### config.mk
export PLATFORM = sky130hd
export DESIGN_NAME = ecc_err_mon
export DESIGN_NICKNAME = d
export VERILOG_FILES = /design/src/rtl/ecc_mon_pkg.sv /design/src/rtl/ecc_mon_capture.sv /design/src/rtl/ecc_mon_counter.sv /design/src/rtl/ecc_mon_regs.sv /design/src/rtl/ecc_err_mon.sv
export SDC_FILE = /design/constraint.sdc
export NUM_CORES = 1
export LEC_CHECK = 0
export ABC_AREA = 1
export BUFFER_PORTS_ARGS = -buffer_cell sky130_fd_sc_hd__buf_2
export CAP_MARGIN = 20
export CORE_UTILIZATION = 30
export CTS_CLUSTER_SIZE = 24
export DETAILED_ROUTE_END_ITERATION = 12
export GPL_ROUTABILITY_DRIVEN = 0
export SYNTH_ARGS = -nofsm -noshare
export SYNTH_HDL_FRONTEND = slang
export SYNTH_SLANG_ARGS = --single-unit
### constraint.sdc
create_clock -name clk -period 2.35 [get_ports clk]
set_input_delay 0.705 -clock clk [delete_from_list [all_inputs] [get_ports clk]]
set_output_delay 0.705 -clock clk [all_outputs]
set_load 0.02 [all_outputs]
### src/rtl/ecc_mon_pkg.sv
`timescale 1ns/1ps
package ecc_mon_pkg;

    typedef enum logic [1:0] {
        ERR_NONE   = 2'b00,
        ERR_CORR   = 2'b01,
        ERR_UNCORR = 2'b10,
        ERR_RSVD   = 2'b11
    } err_kind_e;

    typedef enum logic {
        LOG_IDLE = 1'b0,
        LOG_HELD = 1'b1
    } log_state_e;

    localparam int REG_AW = 2;

    // register word indices
    localparam logic [REG_AW-1:0] RA_STATUS = 2'd0;
    localparam logic [REG_AW-1:0] RA_FAIL   = 2'd1;
    localparam logic [REG_AW-1:0] RA_CTRL   = 2'd2;

    // status bit positions
    localparam int ST_NEW     = 0;
    localparam int ST_CE_THR  = 1;
    localparam int ST_UE_THR  = 2;
    localparam int ST_CORR    = 3;
    localparam int ST_SINGLE  = 4;
    localparam int ST_DONE    = 5;
    localparam int ST_CE_LSB  = 8;
    localparam int ST_UE_LSB  = 16;

    // control bit positions
    localparam int CT_CE_LSB  = 0;
    localparam int CT_UE_LSB  = 8;
    localparam int CT_CE_EN   = 16;
    localparam int CT_UE_EN   = 17;

    // counter slot indices
    localparam int SLOT_CE = 0;
    localparam int SLOT_UE = 1;
    localparam int N_SLOTS = 2;

endpackage

### src/rtl/ecc_mon_capture.sv
`timescale 1ns/1ps
module ecc_mon_capture
    import ecc_mon_pkg::*;
#(
    parameter int ADDR_W = 32
) (
    input  logic              clk,
    input  logic              rst_n,
    input  logic              err_hit,
    input  logic              err_corr,
    input  logic              err_single,
    input  logic [ADDR_W-1:0] err_addr,
    input  logic              st_wr,
    input  logic              wr_new,
    input  logic              wr_corr,
    input  logic              wr_single,
    output logic              new_err,
    output logic [ADDR_W-1:0] fail_addr,
    output logic              log_corr,
    output logic              log_single
);

    log_state_e state_q, state_d;

    // next-state: CAPTURE, SW_CLEAR, SW_SET
    always_comb begin
        state_d = state_q;
        unique case (state_q)
            LOG_IDLE: begin
                if (st_wr) begin
                    if (wr_new) state_d = LOG_HELD;        // SW_SET
                end else if (err_hit) begin
                    state_d = LOG_HELD;                    // CAPTURE
                end
            end
            LOG_HELD: begin
                if (st_wr && !wr_new) state_d = LOG_IDLE;  // SW_CLEAR
            end
            default: state_d = LOG_IDLE;
        endcase
    end

    always_ff @(posedge clk) begin
        if (!rst_n) state_q <= LOG_IDLE;
        else        state_q <= state_d;
    end

    // logged data: loaded on CAPTURE, type bits replaced by status writes
    always_ff @(posedge clk) begin
        if (!rst_n) begin
            fail_addr  <= '0;
            log_corr   <= 1'b0;
            log_single <= 1'b0;
        end else if (st_wr) begin
            log_corr   <= wr_corr;
            log_single <= wr_single;
        end else if (state_q == LOG_IDLE && err_hit) begin
            fail_addr  <= err_addr;
            log_corr   <= err_corr;
            log_single <= err_single;
        end
    end

    assign new_err = (state_q == LOG_HELD);

endmodule

### src/rtl/ecc_mon_counter.sv
`timescale 1ns/1ps
module ecc_mon_counter #(
    parameter int CNT_W = 8
) (
    input  logic             clk,
    input  logic             rst_n,
    input  logic             inc,
    input  logic [CNT_W-1:0] thr,
    input  logic             thr_en,
    input  logic             ld,
    input  logic [CNT_W-1:0] ld_cnt,
    input  logic             ld_flag,
    output logic [CNT_W-1:0] cnt,
    output logic             flag
);

    localparam logic [CNT_W-1:0] CNT_MAX = '1;

    logic [CNT_W-1:0] cnt_sat;

    always_comb begin
        if (cnt == CNT_MAX) cnt_sat = cnt;
        else                cnt_sat = cnt + 1'b1;
    end

    always_ff @(posedge clk) begin
        if (!rst_n) begin
            cnt  <= '0;
            flag <= 1'b0;
        end else if (ld) begin
            cnt  <= ld_cnt;
            flag <= ld_flag;
        end else if (inc) begin
            cnt <= cnt_sat;
            if (thr_en && (cnt_sat >= thr)) flag <= 1'b1;
        end
    end

endmodule

### src/rtl/ecc_mon_regs.sv
`timescale 1ns/1ps
module ecc_mon_regs
    import ecc_mon_pkg::*;
#(
    parameter int ADDR_W = 32,
    parameter int CNT_W  = 8
) (
    input  logic              clk,
    input  logic              rst_n,
    input  logic              reg_wr,
    input  logic [REG_AW-1:0] reg_addr,
    input  logic [31:0]       reg_wdata,
    input  logic [31:0]       status_word,
    input  logic [ADDR_W-1:0] fail_addr,
    output logic [31:0]       reg_rdata,
    output logic              st_wr,
    output logic [CNT_W-1:0]  ce_thr,
    output logic [CNT_W-1:0]  ue_thr,
    output logic              ce_en,
    output logic              ue_en
);

    logic [31:0] fail_word;

    always_ff @(posedge clk) begin
        if (!rst_n) begin
            ce_thr <= '0;
            ue_thr <= '0;
            ce_en  <= 1'b0;
            ue_en  <= 1'b0;
        end else if (reg_wr && reg_addr == RA_CTRL) begin
            ce_thr <= reg_wdata[CT_CE_LSB +: CNT_W];
            ue_thr <= reg_wdata[CT_UE_LSB +: CNT_W];
            ce_en  <= reg_wdata[CT_CE_EN];
            ue_en  <= reg_wdata[CT_UE_EN];
        end
    end

    assign st_wr = reg_wr && (reg_addr == RA_STATUS);

    always_comb begin
        fail_word = '0;
        fail_word[ADDR_W-1:0] = fail_addr;
    end

    always_comb begin
        reg_rdata = '0;
        unique case (reg_addr)
            RA_STATUS: reg_rdata = status_word;
            RA_FAIL:   reg_rdata = fail_word;
            RA_CTRL: begin
                reg_rdata[CT_CE_LSB +: CNT_W] = ce_thr;
                reg_rdata[CT_UE_LSB +: CNT_W] = ue_thr;
                reg_rdata[CT_CE_EN]           = ce_en;
                reg_rdata[CT_UE_EN]           = ue_en;
            end
            default:   reg_rdata = '0;
        endcase
    end

endmodule

### src/rtl/ecc_err_mon.sv
`timescale 1ns/1ps
module ecc_err_mon
    import ecc_mon_pkg::*;
#(
    parameter int ADDR_W = 32,
    parameter int CNT_W  = 8
) (
    input  logic              clk,
    input  logic              rst_n,
    input  logic [1:0]        acc_err_kind,
    input  logic [ADDR_W-1:0] acc_addr,
    input  logic              acc_single_bit,
    input  logic              scrub_done,
    input  logic              reg_wr,
    input  logic [1:0]        reg_addr,
    input  logic [31:0]       reg_wdata,
    output logic [31:0]       reg_rdata,
    output logic              irq
);

    logic              st_wr;
    logic              is_corr, is_uncorr, err_hit;
    logic              new_err, log_corr, log_single, done_q;
    logic [ADDR_W-1:0] fail_addr_w;
    logic [CNT_W-1:0]  ce_thr, ue_thr;
    logic              ce_en, ue_en;
    logic [31:0]       status_word;

    logic [CNT_W-1:0]  slot_cnt  [N_SLOTS];
    logic              slot_flag [N_SLOTS];
    logic              slot_inc  [N_SLOTS];
    logic [CNT_W-1:0]  slot_thr  [N_SLOTS];
    logic              slot_en   [N_SLOTS];
    logic [CNT_W-1:0]  slot_ldc  [N_SLOTS];
    logic              slot_ldf  [N_SLOTS];

    assign is_corr   = (err_kind_e'(acc_err_kind) == ERR_CORR);
    assign is_uncorr = (err_kind_e'(acc_err_kind) == ERR_UNCORR);
    assign err_hit   = is_corr || is_uncorr;

    ecc_mon_regs #(.ADDR_W(ADDR_W), .CNT_W(CNT_W)) u_regs (
        .clk         (clk),
        .rst_n       (rst_n),
        .reg_wr      (reg_wr),
        .reg_addr    (reg_addr),
        .reg_wdata   (reg_wdata),
        .status_word (status_word),
        .fail_addr   (fail_addr_w),
        .reg_rdata   (reg_rdata),
        .st_wr       (st_wr),
        .ce_thr      (ce_thr),
        .ue_thr      (ue_thr),
        .ce_en       (ce_en),
        .ue_en       (ue_en)
    );

    ecc_mon_capture #(.ADDR_W(ADDR_W)) u_capture (
        .clk        (clk),
        .rst_n      (rst_n),
        .err_hit    (err_hit),
        .err_corr   (is_corr),
        .err_single (acc_single_bit),
        .err_addr   (acc_addr),
        .st_wr      (st_wr),
        .wr_new     (reg_wdata[ST_NEW]),
        .wr_corr    (reg_wdata[ST_CORR]),
        .wr_single  (reg_wdata[ST_SINGLE]),
        .new_err    (new_err),
        .fail_addr  (fail_addr_w),
        .log_corr   (log_corr),
        .log_single (log_single)
    );

    // per-slot wiring: slot 0 correctable, slot 1 uncorrectable
    assign slot_inc[SLOT_CE] = is_corr;
    assign slot_thr[SLOT_CE] = ce_thr;
    assign slot_en [SLOT_CE] = ce_en;
    assign slot_ldc[SLOT_CE] = reg_wdata[ST_CE_LSB +: CNT_W];
    assign slot_ldf[SLOT_CE] = reg_wdata[ST_CE_THR];
    assign slot_inc[SLOT_UE] = is_uncorr;
    assign slot_thr[SLOT_UE] = ue_thr;
    assign slot_en [SLOT_UE] = ue_en;
    assign slot_ldc[SLOT_UE] = reg_wdata[ST_UE_LSB +: CNT_W];
    assign slot_ldf[SLOT_UE] = reg_wdata[ST_UE_THR];

    for (genvar g = 0; g < N_SLOTS; g++) begin : g_slot
        ecc_mon_counter #(.CNT_W(CNT_W)) u_cnt (
            .clk     (clk),
            .rst_n   (rst_n),
            .inc     (slot_inc[g]),
            .thr     (slot_thr[g]),
            .thr_en  (slot_en[g]),
            .ld      (st_wr),
            .ld_cnt  (slot_ldc[g]),
            .ld_flag (slot_ldf[g]),
            .cnt     (slot_cnt[g]),
            .flag    (slot_flag[g])
        );
    end

    always_ff @(posedge clk) begin
        if (!rst_n)          done_q <= 1'b0;
        else if (st_wr)      done_q <= reg_wdata[ST_DONE];
        else if (scrub_done) done_q <= 1'b1;
    end

    always_comb begin
        status_word                          = '0;
        status_word[ST_NEW]                  = new_err;
        status_word[ST_CE_THR]               = slot_flag[SLOT_CE];
        status_word[ST_UE_THR]               = slot_flag[SLOT_UE];
        status_word[ST_CORR]                 = log_corr;
        status_word[ST_SINGLE]               = log_single;
        status_word[ST_DONE]                 = done_q;
        status_word[ST_CE_LSB +: CNT_W]      = slot_cnt[SLOT_CE];
        status_word[ST_UE_LSB +: CNT_W]      = slot_cnt[SLOT_UE];
    end

    assign irq = new_err || done_q
              || (slot_flag[SLOT_CE] && ce_en)
              || (slot_flag[SLOT_UE] && ue_en);

endmodule

Yosys cells after proc, flatten, opt, wreduce, memory -nomap -nowiden
Index checks and enable logic that the tools add are counted.
- output and inout bits: 33
- bits of input ports: 73
- bits in registers: 72
- logic and storage cells: 73
- magnitude comparators: 2
- reductions and logical operators: 23
- multiplexer cells: 25
- bitwise logic cells: 2
- add/sub/neg operators: 2
- equality and inequality tests: 6
- operators with widths (operator ; number):
    18-bit case mux with 3 select lines ; 1
    8-bit two-way mux ; 6
    14-bit case mux with 2 select lines ; 1
    8-bit by 1-bit adder with 8-bit output (second input constant) ; 2
    8-bit equality test (second input constant) ; 2
    8-bit >= comparator ; 2
    1-bit two-way mux ; 16
    2-bit nonzero test ; 6
    1-bit logical AND ; 8
    2-bit AND reduction ; 3
    2-bit by 1-bit equality test with 1-bit output (second input constant) ; 2
    2-bit equality test (second input constant) ; 2
    1-bit logical OR ; 4
    2-bit zero test ; 1
    1-bit NOT ; 2
    1-bit case mux with 2 select lines ; 1
    1-bit zero test ; 1

Depth between registers and ports, before layout
Gate-level depths: netlist (run 1).
- word-level depth: 7
- gate-level depth with buffers: 16

Cells and area by module
Synthesis (run 1) repeated with hierarchy kept, for this count alone.
- cells, all modules: 717
- area, all modules: 4463.0 sq um
- by module, submodules not included (module ; cells each ; times used ; area each (sq um) ; sequential area each (sq um)):
    ecc_mon_counter ; 124 ; 2 ; 828.3 ; 180.2
    ecc_mon_capture ; 229 ; 1 ; 1486.4 ; 700.7
    ecc_mon_regs ; 222 ; 1 ; 1216.2 ; 360.3
    ecc_err_mon ; 18 ; 1 ; 103.8 ; 20.0

Worst setup path after synthesis (run 1)
OpenSTA, ideal clock, no wires.
- kind: input to output
- start point: input port reg_addr[0]
- end point: output port reg_rdata[18]
- stages on the path: 5
- path buffers: 2
- arrival: 1754 ps
- slack: -109 ps
- cell sequence: buf_6 nor2_8 inv_1 buf_2 o21ai_0
- longest elaborated chain between the ends: 2
- ends and longest elaborated chain (what ; RTL line ; RTL):
    from (decl) ; ecc_err_mon.sv:15 ; input logic [1:0] reg_addr,
    2-bit by 1-bit equality test with 1-bit output / 2-bit zero test (equally long branches) ; ecc_mon_regs.sv:48 ; unique case (reg_addr)
    14-bit case mux with 2 select lines (*) ; ecc_mon_regs.sv:48 ;
    to (decl) ; ecc_err_mon.sv:17 ; output logic [31:0] reg_rdata,
Mark *: on every way between the ends. The rest lies on a longest branch, timed or not.

Worst setup path after layout (run 1)
- start point: input port reg_addr[0]
- end point: output port reg_rdata[10]
- longest elaborated chain between the ends: 2
- ends and longest elaborated chain (what ; RTL line):
    2-bit equality test, or another cell as far along ; ecc_mon_regs.sv:48
    18-bit case mux with 3 select lines (*) ; ecc_mon_regs.sv:48
Marked as above.

==> reports/results.txt, run 1 <==
run status -> complete, no violations
Reg2Reg Capture Point -> g_slot[0].u_cnt.flag$_SDFFE_PN0P_
Core Region -> 12800 sq um
initial antenna violation count -> 0
antenna diode count -> 0
FF+latch area -> 1440 sq um
Die X -> 118 um
vias -> 4110
area delta synth->final -> 27.4%
Routed WL -> 12000 um
Num CTS Buffers -> 9
Ys Warns -> 0
CTS Sinks -> 72
number of synthesized flops with an enable pin -> 0
largest net degree at the start of global routing -> 38
Layout Cells excl Fill -> 867
FF-to-FF path depth -> 15
Mapped Area -> 4020 sq um
TritonCTS clock tree -> built
CTS clk-pin slew, worst paths -> 0.05 ns
fmax -> 0.432 GHz
Hold WC Path Type -> reg2reg
DR WL met2 -> 5030 um
syn_nets -> 684
final net count -> 783
WP data required -> 1.64 ns
Die ar. -> 13900 sq um
Routed Antenna Nets -> 0
leakage power -> 2.31 nW
Iteration-0 DRC Markers -> 270
vias in the first global route -> 3672
count of final setup violators -> 0
Pre-antenna DRT Iters -> 5
worst vdd ir -> 0.337 mV
number of core rows -> 41
I/O pin cnt -> 106
HP Start -> u_capture.fail_addr[27]$_SDFFE_PN0P_
synthesized instance count -> 591
fin crit share -> 0.985
worst hold slack -> 0.451 ns
share of cells above drive strength 1 -> 0.223
Fin Setup TNS -> 0 ns
Die Y -> 118 um
critical path startpoint category -> input port
most frequent cells in the layout -> 96 x nand2_1, 90 x buf_2, 83 x nor2_1
Clock Latency Late Sink -> 0.35 ns
hold depth -> 2
DR WL/cell -> 13.9 um
commonest non-fill, non-tap cell in the layout -> nand2_1
count of different cell masters after synthesis -> 35
Slew Limit Fails -> 0
DPL Wire Length -> 9220 um
Layout Skew -> 0.00775 ns
H-Tree Depth -> 3
Setup CP Type -> in2out
root buffer cell -> clkbuf_16
Synth Register Bits -> 72
clock buffer depth -> 2
residual DRC count -> 0
total gr overflow -> 0
DR top layer -> met4
post-layout instance area -> 5120 sq um
Reg-to-Reg Start -> g_slot[0].u_cnt.cnt[0]$_SDFFE_PN0P_
PortBufs -> 97
area occupied by multi-input gates -> 2210 sq um
DP Area -> 4730 sq um
final hold violations -> 0
first-pass GRT wire length -> 19000 um
Vias/cell -> 4.74
Final min period -> 2.31 ns
worst-margin pin slew -> 0.392 ns
ys flop type -> dfxtp_1
PwrDens -> 665 nW/um^2
Syn Area/Cell -> 6.80 sq um
# Max-Cap Violations -> 0
async set-or-reset flop fraction in the synthesized netlist -> 0
GRT Total Usage -> 0.177
RSZ-0062 raised after global routing -> false
sequential share of the synthesized area -> 0.358
Max-slew headroom -> 0.738
critical path fanouts, max -> 17
critical path endpoint category -> output pin
Core Util, Final -> 0.400
met3 wire len -> 767 um
Fillers -> 1407
Initial Util -> 0.314
WHS Endpoint -> u_capture.fail_addr[27]$_SDFFE_PN0P_
R2R Setup Slk -> 0.27 ns
post-route met1 wirelength -> 5980 um
DP Cell Count -> 851
crit path DAT -> 1.61 ns
hold buffers post-CTS -> 0
## how the worst max path moves through the flow
stage | start | endpoint | slack [ns]
2_1_floorplan | reg_addr[0] | reg_rdata[18] | -0.11
3_3_place_gp | reg_addr[1] | reg_rdata[13] | -0.04
3_5_place_dp | reg_addr[1] | reg_rdata[15] | -0.02
4_1_cts | reg_addr[0] | reg_rdata[14] | 0.01
5_1_grt | reg_addr[0] | reg_rdata[0] | 0.004
6_report | reg_addr[0] | reg_rdata[10] | 0.04
## per-stage QoR
step | power [W] | setup WS [ns]
2_1_floorplan | 0.00180 | -0.109
3_3_place_gp | 0.00201 | -0.0386
3_5_place_dp | 0.00202 | -0.0223
4_1_cts | 0.00342 | 0.0122
5_1_grt | 0.00359 | 0.00406
6_report | 0.00341 | 0.0352
## flip-flops by register name, indices dropped and copies added, names as in the netlist
name                  flops
done_q                    1
g_slot.u_cnt.cnt         16
g_slot.u_cnt.flag         2
u_capture.fail_addr      32
u_capture.log_corr        1
u_capture.log_single      1
u_capture.new_err         1
u_regs.ce_en              1
u_regs.ce_thr             8
u_regs.ue_en              1
u_regs.ue_thr             8
## area by class of cell
class                           instances  share of cell area
Clock buffer                           13              0.0508
Clock inverter                          3             0.00781
Inverter                               79              0.0588
Multi-Input combinational cell        415               0.431
Sequential cell                        72               0.281
Tap cell                              172              0.0420
Timing Repair Buffer                  113               0.128
## where the power goes
group | internal, W | switching, W
clock network | 0.000877 | 0.000523
logic | 0.000242 | 0.000397
registers | 0.00132 | 0.0000522
## cells in the mapped netlist (2+ instances only)
| cell type | count | area [sq um] |
|---|---|---|
| o21a_1 | 3 | 22.5 |
| and2_1 | 2 | 12.5 |
| a21oi_1 | 50 | 250 |
| inv_1 | 74 | 278 |
| nand4_1 | 2 | 12.5 |
| o211ai_1 | 7 | 52.6 |
| xor2_1 | 4 | 35.0 |
| nand2_2 | 2 | 12.5 |
| nor3_1 | 2 | 10.0 |
| ha_1 | 20 | 250 |
| nand2_1 | 99 | 372 |
| o21ai_0 | 68 | 340 |
| o21ai_1 | 10 | 50.1 |
| clkbuf_1 | 8 | 30.0 |
| o221ai_1 | 11 | 96.3 |
| buf_4 | 2 | 15.0 |
| buf_2 | 8 | 40.0 |
| inv_2 | 3 | 11.3 |
| buf_1 | 3 | 11.3 |
| nor2_2 | 4 | 25.0 |
| dfxtp_1 | 72 | 1440 |
| nor2_1 | 83 | 312 |
| buf_6 | 3 | 33.8 |
| nand3_1 | 40 | 200 |
## worst max-delay path, cell delays in order
cell and delay [ns]:
buf_2 0.16, nor2_8 0.09, inv_1 0.06, buf_12 0.15, o221ai_1 0.22, buf_2 0.21
## cell families after synthesis
kind of cell,count (synthesis),share of synthesized area
AOI/OAI and AO/OA,153,0.210
xor gates and xnor gates,4,0.00871
adders and majority gates,20,0.0622
buffers and inverters,104,0.108
DFF,72,0.358
and+or+nand+nor,238,0.253
## timing repair
action                     in CTS  in global routing
setup endpoints to repair       5                 20
setup buffers                   0                  0
resized for setup               2                 23
## layer usage
metal,up-vias,GRT usage
met1,1831,0.250
met3,15,0.0446
met4,0,0.0713
met2,123,0.253
met5,-,0
li1,2141,-
(Power assumes the default switching activity.)
==> inputs of run 2 (changes only) <==
--- a/config.mk
+++ b/config.mk
@@ -12,6 +12,7 @@
 export CTS_CLUSTER_SIZE = 24
 export DETAILED_ROUTE_END_ITERATION = 12
 export GPL_ROUTABILITY_DRIVEN = 0
+export REMOVE_ABC_BUFFERS = 1
 export SYNTH_ARGS = -nofsm -noshare
 export SYNTH_HDL_FRONTEND = slang
 export SYNTH_SLANG_ARGS = --single-unit
==> run 2 against run 1 <==
  * First-iteration DRC count shrank 30%
  * Register-to-register slack lost 0.02 ns
  * Clock skew shrank 0.0027 ns
  * Critical path type unchanged
  * Highest routed layer unchanged
==> reports/results.txt, run 2 (synthesis gave the netlist of run 1 again) <==
run status -> complete, no violations
R2R Setup Slk -> 0.25 ns (-0.02 ns)
RSZ-0062 raised after global routing -> true
fin crit share -> 0.992 (+0.00682)
critical path fanouts, max -> 17 (unchanged)
Vias/cell -> 4.64 (-2.0%)
Final min period -> 2.33 ns (+0.0160 ns)
Largest register FFs -> 32 (unchanged)
DP Cell Count -> 851 (unchanged)
CTS Sinks -> 72 (unchanged)
Initial Util -> 0.314 (unchanged)
Routed WL -> 11800 um (-2.1%)
vias in the first global route -> 3630 (-1.1%)
WP data required -> 1.64 ns (about the same)
most frequent cells in the layout -> 97 x nand2_1, 88 x buf_2, 83 x nor2_1
FF-to-FF path depth -> 14 (-1)
Layout Skew -> 0.00509 ns (-0.00266 ns)
count of final setup violators -> 0 (unchanged)
Setup CP Type -> in2out
initial antenna violation count -> 0 (unchanged)
DP Area -> 4740 sq um (+0.26%)
post-layout instance area -> 5120 sq um (about the same)
GRT Total Usage -> 0.175 (-0.00156)
Fillers -> 1426 (+1.4%)
Die ar. -> 13900 sq um (unchanged)
Reg-to-Reg Start -> g_slot[1].u_cnt.cnt[1]$_SDFFE_PN0P_
Largest regs -> u_capture.fail_addr x32, g_slot.u_cnt.cnt x16
area occupied by multi-input gates -> 2170 sq um (-1.8%)
Reg2Reg Capture Point -> g_slot[1].u_cnt.flag$_SDFFE_PN0P_
hold depth -> 2 (unchanged)
final hold violations -> 0 (unchanged)
Routed Antenna Nets -> 0 (unchanged)
commonest non-fill, non-tap cell in the layout -> nand2_1
worst hold slack -> 0.451 ns (+0.0000420 ns)
Slew Limit Fails -> 0 (unchanged)
Core Region -> 12800 sq um (unchanged)
Clock Latency Late Sink -> 0.34 ns (about the same)
antenna diode count -> 0 (unchanged)
WHS Endpoint -> u_capture.fail_addr[30]$_SDFFE_PN0P_
first-pass GRT wire length -> 18900 um (-0.43%)
Final WS setup -> 0.0192 ns (-0.0160 ns)
Placement Setup Slack -> -0.0762 ns (-0.0538 ns)
CTS clk-pin slew, worst paths -> 0.06 ns (about the same)
number of core rows -> 41 (unchanged)
clock buffer depth -> 2 (unchanged)
Pre-antenna DRT Iters -> 5 (unchanged)
leakage power -> 2.32 nW (+0.36%)
crit path DAT -> 1.63 ns (+0.02 ns)
Core Util, Final -> 0.399 (about the same)
Layout Cells excl Fill -> 868 (+0.12%)
root buffer cell -> clkbuf_16
largest net degree at the start of global routing -> 42 (+11%)
critical path endpoint category -> output pin
Hold WC Path Type -> reg2reg
fmax -> 0.429 GHz (-0.69%)
H-Tree Depth -> 3 (unchanged)
FF+latch area -> 1440 sq um (about the same)
PwrDens -> 669 nW/um^2 (+0.54%)
share of cells above drive strength 1 -> 0.216 (-0.00750)
worst vdd ir -> 0.346 mV (+2.7%)
HP Start -> u_capture.fail_addr[30]$_SDFFE_PN0P_
total gr overflow -> 0 (unchanged)
critical path startpoint category -> input port
vias -> 4031 (-1.9%)
Max-slew headroom -> 0.700 (-0.0382)
Worst Setup SP -> reg_addr[0]
Num CTS Buffers -> 9 (unchanged)
DR WL/cell -> 13.5 um (-2.3%)
Die X -> 118 um (unchanged)
Iteration-0 DRC Markers -> 189 (-30%)
residual DRC count -> 0 (unchanged)
final net count -> 784 (+0.13%)
# Max-Cap Violations -> 0 (unchanged)
PortBufs -> 97 (unchanged)
DPL Wire Length -> 8810 um (-4.4%)
area delta synth->final -> 27.4% (about the same)
register bank with the most flops -> u_capture.fail_addr
TritonCTS clock tree -> built
I/O pin cnt -> 106 (unchanged)
Die Y -> 118 um (unchanged)
worst-margin pin slew -> 0.449 ns (+0.0571 ns)
-- run 2: changes by cell type in the layout (fill, tap and decap cells not counted), sizes merged --
cell      delta
clkinvlp     +2
buf          +1
clkbuf       -2
-- run 2: area by class of cell --
class / instances / share of cell area
clock buffer: 11 / 0.0493
sequential: 72 / 0.281
timing repair buffer: 114 / 0.134
clock inverter: 5 / 0.0107
inverter: 79 / 0.0594
multi-input combinational: 415 / 0.424
tap: 172 / 0.0420
-- run 2: worst max-delay path by stage --
| stage | to | cells past startpoint |
|---|---|---|
| final | reg_rdata[11] | 6 |
| after global routing | reg_rdata[7] | 7 |
| after CTS | reg_rdata[9] | 6 |
| after detailed placement | reg_rdata[28] | 5 |
| after global placement | reg_rdata[13] | 6 |
| after floorplan | reg_rdata[18] | 3 |
-- run 2: metal layers --
metal / GRT usage / share of wire
met1: 0.243 / 0.51
met2: 0.269 / 0.44
met3: 0.0329 / 0.041
met4: 0.0625 / 0.016
met5: 0 / 0
-- run 2: power breakdown --
group | total (W) | switching [W] | internal, W
combinational | 0.000628 | 0.000389 | 0.000239
clock | 0.00143 | 0.000553 | 0.000876
sequential | 0.00137 | 0.0000509 | 0.00132
-- run 2: critical path, cell delays in order --
cell and delay [ns]:
buf_4 0.16, nor2_8 0.08, inv_1 0.06, buf_12 0.15, o221ai_1 0.24, buf_2 0.22
-- run 2: repair_timing --
action,CTS,global route
gates resized for setup,11,8
hold buffers,0,0
setup endpoints to repair,28,9
setup buffers,0,1
gates cloned,0,0
-- run 2: through the flow --
stage,TNS [ns],total power (W)
3_3_place_gp,-0.858,0.00201
6_report,0,0.00343
2_1_floorplan,0,0.00176
5_1_grt,-0.0450,0.00361
4_1_cts,0,0.00345
3_5_place_dp,-1.17,0.00201
